**src/rtl/uflow_pkg.sv**
```systemverilog
package uflow_pkg;

    localparam int CTRL_W = 8;

    typedef struct packed {
        logic       cts_inv;
        logic       rts_inv;
        logic [1:0] rts_sel;
        logic       auto_cts;
        logic       auto_rts;
        logic       tx_on;
        logic       rx_on;
    } ctrl_t;

    localparam ctrl_t CTRL_RST = '{
        cts_inv : 1'b0, rts_inv : 1'b0, rts_sel : 2'b00,
        auto_cts: 1'b0, auto_rts: 1'b0, tx_on  : 1'b1, rx_on: 1'b1
    };

    // Free-slot count at which RTS is released; encoding is not monotonic.
    function automatic logic [2:0] rts_release_slots(input logic [1:0] sel);
        logic [2:0] n;
        case (sel)
            2'b00:   n = 3'd3;
            2'b01:   n = 3'd2;
            2'b10:   n = 3'd1;
            default: n = 3'd4;
        endcase
        return n;
    endfunction

endpackage

```
**src/rtl/uflow_ctrl_reg.sv**
```systemverilog
module uflow_ctrl_reg
    import uflow_pkg::*;
(
    input  logic              clk,
    input  logic              rst,
    input  logic              wr_en,
    input  logic [CTRL_W-1:0] wr_data,
    output ctrl_t             ctrl_o
);
    always_ff @(posedge clk) begin
        if (rst)
            ctrl_o <= CTRL_RST;
        else if (wr_en)
            ctrl_o <= ctrl_t'(wr_data);
    end
endmodule

```
**src/rtl/uflow_cts_sync.sv**
```systemverilog
module uflow_cts_sync #(
    parameter int STAGES = 2
) (
    input  logic clk,
    input  logic rst,
    input  logic async_i,
    output logic sync_o
);
    logic [STAGES-1:0] chain;

    always_ff @(posedge clk) begin
        if (rst)
            chain <= '0;
        else
            chain <= {chain[STAGES-2:0], async_i};
    end

    assign sync_o = chain[STAGES-1];
endmodule

```
**src/rtl/uflow_rts_gen.sv**
```systemverilog
module uflow_rts_gen
    import uflow_pkg::*;
#(
    parameter int DEPTH = 8,
    localparam int LVL_W = $clog2(DEPTH + 1)
) (
    input  logic             clk,
    input  logic             rst,
    input  logic             auto_rts,
    input  logic             rts_inv,
    input  logic [1:0]       rts_sel,
    input  logic [LVL_W-1:0] level,
    input  logic             sw_rts,
    output logic             rts_o
);
    logic [LVL_W-1:0] free_slots;
    logic [LVL_W-1:0] release_at;
    logic             rts_logic;
    logic             rts_next;

    always_comb begin
        if (level >= LVL_W'(DEPTH))
            free_slots = '0;
        else
            free_slots = LVL_W'(DEPTH) - level;
        release_at = LVL_W'(rts_release_slots(rts_sel));
        rts_logic  = (free_slots > release_at);
        rts_next   = auto_rts ? (rts_logic ^ rts_inv) : sw_rts;
    end

    always_ff @(posedge clk) begin
        if (rst)
            rts_o <= 1'b0;
        else
            rts_o <= rts_next;
    end
endmodule

```
**src/rtl/uflow_ctrl.sv**
```systemverilog
module uflow_ctrl
    import uflow_pkg::*;
#(
    parameter int DEPTH       = 8,
    parameter int SYNC_STAGES = 2,
    localparam int LVL_W      = $clog2(DEPTH + 1)
) (
    input  logic              clk,
    input  logic              rst,
    input  logic              reg_wr_en,
    input  logic [CTRL_W-1:0] reg_wr_data,
    output logic [CTRL_W-1:0] reg_rd_data,
    input  logic              sw_rts,
    input  logic [LVL_W-1:0]  rx_level,
    output logic              rx_write_ok,
    output logic              tx_start_ok,
    input  logic              cts_pin,
    output logic              rts_pin
);
    ctrl_t ctrl;
    logic  cts_s;

    uflow_ctrl_reg u_reg (
        .clk     (clk),
        .rst     (rst),
        .wr_en   (reg_wr_en),
        .wr_data (reg_wr_data),
        .ctrl_o  (ctrl)
    );

    uflow_cts_sync #(.STAGES(SYNC_STAGES)) u_sync (
        .clk     (clk),
        .rst     (rst),
        .async_i (cts_pin),
        .sync_o  (cts_s)
    );

    uflow_rts_gen #(.DEPTH(DEPTH)) u_rts (
        .clk      (clk),
        .rst      (rst),
        .auto_rts (ctrl.auto_rts),
        .rts_inv  (ctrl.rts_inv),
        .rts_sel  (ctrl.rts_sel),
        .level    (rx_level),
        .sw_rts   (sw_rts),
        .rts_o    (rts_pin)
    );

    // Only the start of a character is gated; a running shift completes.
    always_comb begin
        reg_rd_data = CTRL_W'(ctrl);
        rx_write_ok = ctrl.rx_on;
        tx_start_ok = ctrl.tx_on & (~ctrl.auto_cts | (cts_s ^ ctrl.cts_inv));
    end
endmodule

```
**config.mk**
```make
export PLATFORM = sky130hd
export DESIGN_NAME = uflow_ctrl
export DESIGN_NICKNAME = d
export VERILOG_FILES = /design/src/rtl/uflow_pkg.sv /design/src/rtl/uflow_ctrl_reg.sv /design/src/rtl/uflow_cts_sync.sv /design/src/rtl/uflow_rts_gen.sv /design/src/rtl/uflow_ctrl.sv
export SDC_FILE = /design/constraint.sdc
export NUM_CORES = 1
export LEC_CHECK = 0
export ABC_AREA = 0
export CAP_MARGIN = 10
export CORE_MARGIN = 2
export CORE_UTILIZATION = 34
export DETAILED_ROUTE_END_ITERATION = 16
export PLACE_DENSITY = 0.75
export SLEW_MARGIN = 15
export SYNTH_ARGS = -nofsm -noshare
export SYNTH_HDL_FRONTEND = slang
export SYNTH_SLANG_ARGS = --single-unit
```
**constraint.sdc**
```tcl
create_clock -name clk -period 1.6 [get_ports clk]
set_input_delay 0.32 -clock clk [delete_from_list [all_inputs] [get_ports clk]]
set_output_delay 0.32 -clock clk [all_outputs]
set_load 0.1 [all_outputs]
```
# == After elaboration in Yosys (flattened, before gate mapping) ==
# Index checks and enable logic that the tools add are counted.
# totals
ramBits,0
reg_bits,11
latch_bits,0
wordCells,23
mem_bits_ro,0
n_memories,0
input_bits,17
# classes
add_sub_neg,1
shift,0
bitwise_logic,5
div_mod_pow,0
magnitude_cmp,2
multipliers,0
eq_ne,2
n_reduce_logical,1
mux,3
# op_table
operator,n
3-bit case mux with 3 select lines,1
"4-bit >= comparator, second input constant",1
4-bit by 3-bit greater-than comparator with 1-bit output,1
4-bit 2-to-1 mux,1
"4-bit subtractor, first input constant",1
"2-bit by 1-bit equality test with 1-bit output, second input constant",1
"2-bit equality test, second input constant",1
2-bit logical NOT,1
1-bit XOR,2
1-bit bitwise AND,1
1-bit 2-to-1 mux,1
1-bit inverter,1
1-bit OR,1

# == Longest topological paths before layout ==
# logic_depth
word_depth,5
depth_mapped,9

# == By module ==
# From an unflattened synthesis, not the netlist that was laid out.
# unflattened
cells_unflattened,60
area_unflattened_um2,563.0
# modules_own_cells
mod,n_inst,area_each_um2,cells_each
uflow_ctrl_reg,1,292.8,26
uflow_rts_gen,1,193.9,27
uflow_cts_sync,1,52.6,4
uflow_ctrl,1,23.8,3

# == Worst setup path after synthesis ==
# Ideal clock, no wire load.
# synth_timing
path_type,flip-flop to output port
from,register u_reg.ctrl_o[7] in the netlist's numbering
to,output tx_start_ok
stages_incl_launch_ff,3
arrival_time_ns,3.327
path_slack_ns,-2.047
required_time_ns,1.280
path_cell_list,dfxtp_1 -> xnor2_1 -> a21boi_0
# synth_via
elab_chain_cells,3
# synth_lines
element,line,rtl
start: declaration,uflow_ctrl_reg.sv:8,output ctrl_t ctrl_o
start signal: assignment,uflow_ctrl_reg.sv:14,ctrl_o <= ctrl_t'(wr_data);
1-bit XOR,uflow_ctrl.sv:53,tx_start_ok = ctrl.tx_on & (~ctrl.auto_cts | (cts_s ^ ctrl.cts_inv));
1-bit OR,uflow_ctrl.sv:53,
1-bit bitwise AND,uflow_ctrl.sv:53,
end: declaration,uflow_ctrl.sv:16,"output logic tx_start_ok,"
# No other way between the ends.

# == Final worst setup path ==
# layout_timing
from,input rx_level[0]
to,register u_rts.rts_o
# layout_via
elab_chain_cells,5
# layout_lines
element,line,rtl
start: declaration,uflow_ctrl.sv:14,"input logic [LVL_W-1:0] rx_level,"
4-bit subtractor / 4-bit >= comparator (equally long branches),"uflow_rts_gen.sv:25, uflow_rts_gen.sv:22",
4-bit 2-to-1 mux (*),uflow_rts_gen.sv:22,if (level >= LVL_W'(DEPTH))
4-bit by 3-bit greater-than comparator with 1-bit output (*),uflow_rts_gen.sv:27,rts_logic = (free_slots > release_at);
1-bit XOR (*),uflow_rts_gen.sv:28,rts_next = auto_rts ? (rts_logic ^ rts_inv) : sw_rts;
1-bit 2-to-1 mux (*),uflow_rts_gen.sv:28,
end signal: assignment,uflow_rts_gen.sv:35,rts_o <= rts_next;
end: declaration,uflow_rts_gen.sv:14,output logic rts_o
# Every way passes the cells marked *; elsewhere a longest branch is shown, timed or not.
# A chain may end at the register's enable or synchronous reset.

==> run metrics <==
Chip Width=~45 um; die height=between 40 and 50 um; Compound-Gate Fraction of Synth Area=8.39%; Final Instance Count excl. Fillers=between 100 and 150; part of the power in registers=a little under two fifths; Maximum Capacitance Violations=0; worst-margin pin slew=~0.38 ns; Required @ worst endpoint=between 1.5 and 2 ns; number of global-route vias before repair=between 400 and 500; Pleak=~0.44 nW; Hold Crit Endpoint=u_sync.chain[1]$_SDFF_PP0_; initial core utilization=36.8%; final max-slew violation count=0; sort of element at the start of the critical path=primary input; pin count of the biggest net entering global routing=13; number of nets in the synthesized netlist=83; clock period minus worst slack=about 1.5 ns; post-synthesis cell count=62; proportion of synthesized chip area in sequential cells=between 30% and 40%; deepest clock path buffer count=2; synthesis-to-layout area growth=79.5%; class of the tightest hold or removal check=register to register; type of destination of the critical path=register; wire length of the first global-routing pass=2040 um; DIE AREA=0.00201 mm^2; Hold Startpoint=u_sync.chain[0]$_SDFF_PP0_; post-detailed-route DRC marker count=0; Final ANT Viol Nets=0; delay-heaviest family, CP=simple AND/OR/NAND/NOR gates; Post-synth ARST share=0%; HPWL Detailed=roughly 990 um; worst path cell trace=buf_2 -> inv_2 -> ha_2 -> xor2_1 -> nor2_1 -> ha_1 -> nand3_1 -> o21ai_1 -> or3b_1 -> nand3_1; Setup CP Type=primary input to register; number of clock buffers inserted by TritonCTS=3; fill cell total of the finished layout=118; endpoint of the worst-slack reg-to-reg timing path=u_rts.rts_o$_SDFF_PP0_; area share of xor/xnor cells in the synthesized design=under 10%; number of flops mapped to enable cells by yosys=0; mean post-synth cell area=between 9 and 10 um^2; Worst path most repeated cell=sky130_fd_sc_hd__nand3_1; power density over cell area=827 mW/mm^2; count of buffers added by post-CTS timing repair for setup=0; Routed WL per cell=around 12 um; Clock Root Buffer=sky130_fd_sc_hd__clkbuf_4; detailed-route via count=a little over 500; Final Skew=approximately 0.0055 ns; internal power component=0.532 mW; cell at the slowest stage of the critical path=sky130_fd_sc_hd__or3b_1; prevailing post-synth register cell=sky130_fd_sc_hd__dfxtp_1; share of the clock period used by the worst path after layout=just over 90%; number of nets at the end of the flow=approximately 110; sw power=approximately 0.31 mW; post-synthesis mux area share=about a tenth; Yosys Warn Count=0; Port Buffers=27; detail-routed via count per cell=~4.8; Sequential cell area=~240 um^2; sinks on the clock net=11; maximum fanout encountered on the critical timing path=2; relative contribution of combinational cells to total power=between 40% and 50%; combined buffer and inverter count along the critical path=2; status=finished, final reports clean; Overall Global Routing Usage=14.9%; grt total ovfl=0; flop and latch count out of synthesis=11; placeable core area=about 0.0015 mm^2; clock share of power=around 23%; Max rail drop VDD=0.484 mV; count of distinct cell types in the synthesized netlist=24; final wirelength=1240 um; 1st-iter DRT viols=4; area of the mapped netlist=roughly 570 um^2; worst hold path stage count=1; standard-cell row count=14; TritonCTS clock tree=built; Slew headroom=between 70% and 80%; adder and majority cell fraction of the synthesized area=under 10%; Synth Area in Simple Gates=a little over a fifth; critical path's largest stage delay=between 0.3 and 0.4 ns; endpoints failing setup=0; post-placement cell count=slightly above 100; Critical Path AT=around 1.7 ns; number of hold-slack violations in the final timing report=0; combinational family with the most area after synthesis=simple AND/OR/NAND/NOR gates; fraction of final layout cells with drive strength greater than 1=35.6%; H-tree levels=1; antenna violations before repair=0; flop-to-flop setup slack=~0.23 ns; switching part of the total power=a little under two fifths; peak clock frequency supported by timing=around 670 MHz; r2r startpoint=u_reg.ctrl_o[5]$_SDFFE_PP0P_; clock latency on the worst-skew pair=between 0.2 and 0.3 ns; first-pass iteration count of the detailed router=2; area used by multi-input combinational logic=about 330 um^2; Antenna Cells=0; final-layout worst hold slack=about 0.45 ns; RD Place Congestion=a little under 0.7; reg2reg path depth=6; Worst-path clk slew=0.07 ns; Top Ports=28
-- worst max path at each step --
stage,from,end,slack (ns),depth (start not counted)
2_1_floorplan,u_reg.ctrl_o[1]$_SDFFE_PP1P_,tx_start_ok,-0.06,1
3_3_place_gp,rx_level[0],u_rts.rts_o$_SDFF_PP0_,-0.53,9
3_5_place_dp,rx_level[0],u_rts.rts_o$_SDFF_PP0_,-0.61,9
4_1_cts,rx_level[1],u_rts.rts_o$_SDFF_PP0_,0.05,9
5_1_grt,rx_level[0],u_rts.rts_o$_SDFF_PP0_,-0.0002,10
6_report,rx_level[0],u_rts.rts_o$_SDFF_PP0_,0.10,10
-- registers in the layout, indices dropped and copies added (netlist names) --
name	cells
u_rts.rts_o	1
u_reg.ctrl_o	8
u_sync.chain	2
-- cell usage in the layout, fill, tap and decap left out, types with 3 or more instances in the layout --
cell,synthesis,final
sky130_fd_sc_hd__nor2_1,7,7
sky130_fd_sc_hd__dfxtp_4,0,3
sky130_fd_sc_hd__mux2i_1,6,6
sky130_fd_sc_hd__dfxtp_2,0,3
sky130_fd_sc_hd__buf_4,3,3
sky130_fd_sc_hd__clkbuf_4,0,3
sky130_fd_sc_hd__dfxtp_1,11,5
sky130_fd_sc_hd__buf_12,0,11
sky130_fd_sc_hd__nor2b_1,5,4
sky130_fd_sc_hd__clkdlybuf4s50_1,0,12
-- power groups by stage --
stage | Clock, mW | Combinational (mW) | Sequential, mW
global placement | 0 | 0.330 | 0.318
finish | 0.191 | 0.337 | 0.313
global route | 0.216 | 0.354 | 0.315
floorplan | 0 | 0.124 | 0.392
detailed placement | 0 | 0.336 | 0.319
CTS | 0.201 | 0.333 | 0.312
-- final cells by class --
| type | instances | area share, % |
|---|---|---|
| clock buffers | 4 | 2.58 |
| inverters | 4 | 1.48 |
| multi-input cells | 41 | 32.5 |
| flip-flops and latches | 11 | 23.1 |
| well taps | 16 | 1.97 |
| repair buffers | 30 | 38.4 |
-- synthesized netlist by cell type (2+ instances only) --
cell type / instances / area share, %
sky130_fd_sc_hd__nor2b_1: 5 / 5.5
sky130_fd_sc_hd__inv_1: 4 / 2.6
sky130_fd_sc_hd__mux2i_1: 6 / 11
sky130_fd_sc_hd__nor2_1: 7 / 4.6
sky130_fd_sc_hd__a211o_1: 2 / 3.1
sky130_fd_sc_hd__nand2_1: 2 / 1.3
sky130_fd_sc_hd__clkbuf_1: 2 / 1.3
sky130_fd_sc_hd__nand3_1: 2 / 1.8
sky130_fd_sc_hd__buf_4: 3 / 4.0
sky130_fd_sc_hd__o21ai_0: 2 / 1.8
sky130_fd_sc_hd__ha_1: 4 / 8.8
sky130_fd_sc_hd__dfxtp_1: 11 / 39
-- per-stage QoR --
stage	utilization [%]	power, mW	worst slack [ns]	cell area [um^2]	TNS, ns
CTS	64.5	0.846	0.0511	995	0
detailed placement	63.6	0.654	-0.613	981	-0.613
global route	66.0	0.886	-0.000211	1020	-0.000211
floorplan	-	0.516	-0.0566	593	-0.0566
finish	66.0	0.842	0.105	1020	0
global placement	63.6	0.648	-0.527	981	-0.527
-- logic make-up after synthesis --
kind of cell / Yosys count
XOR/XNOR: 2
flip-flops: 11
adder cells (fa/ha/maj): 4
multiplexers: 6
AO/OA/AOI/OAI: 7
AND/OR/NAND/NOR: 22
buffers and inverters: 10
-- what timing repair did --
| item | CTS | global route |
|---|---|---|
| pin swaps | 5 | 5 |
| resized for setup | 11 | 4 |
| endpoints found under the hold margin | 0 | 0 |
| endpoints found under the setup margin | 1 | 1 |
| hold buffers | 0 | 0 |
-- metal layers --
layer	GRT usage (%)	part of all wire [%]	vias up
met5	0	0	-
met2	25.8	51	19
met4	10.6	3.6	0
met1	14.6	37	224
li1	-	-	260
met3	5.60	8.1	5
Power figures use the tool's default switching activity.
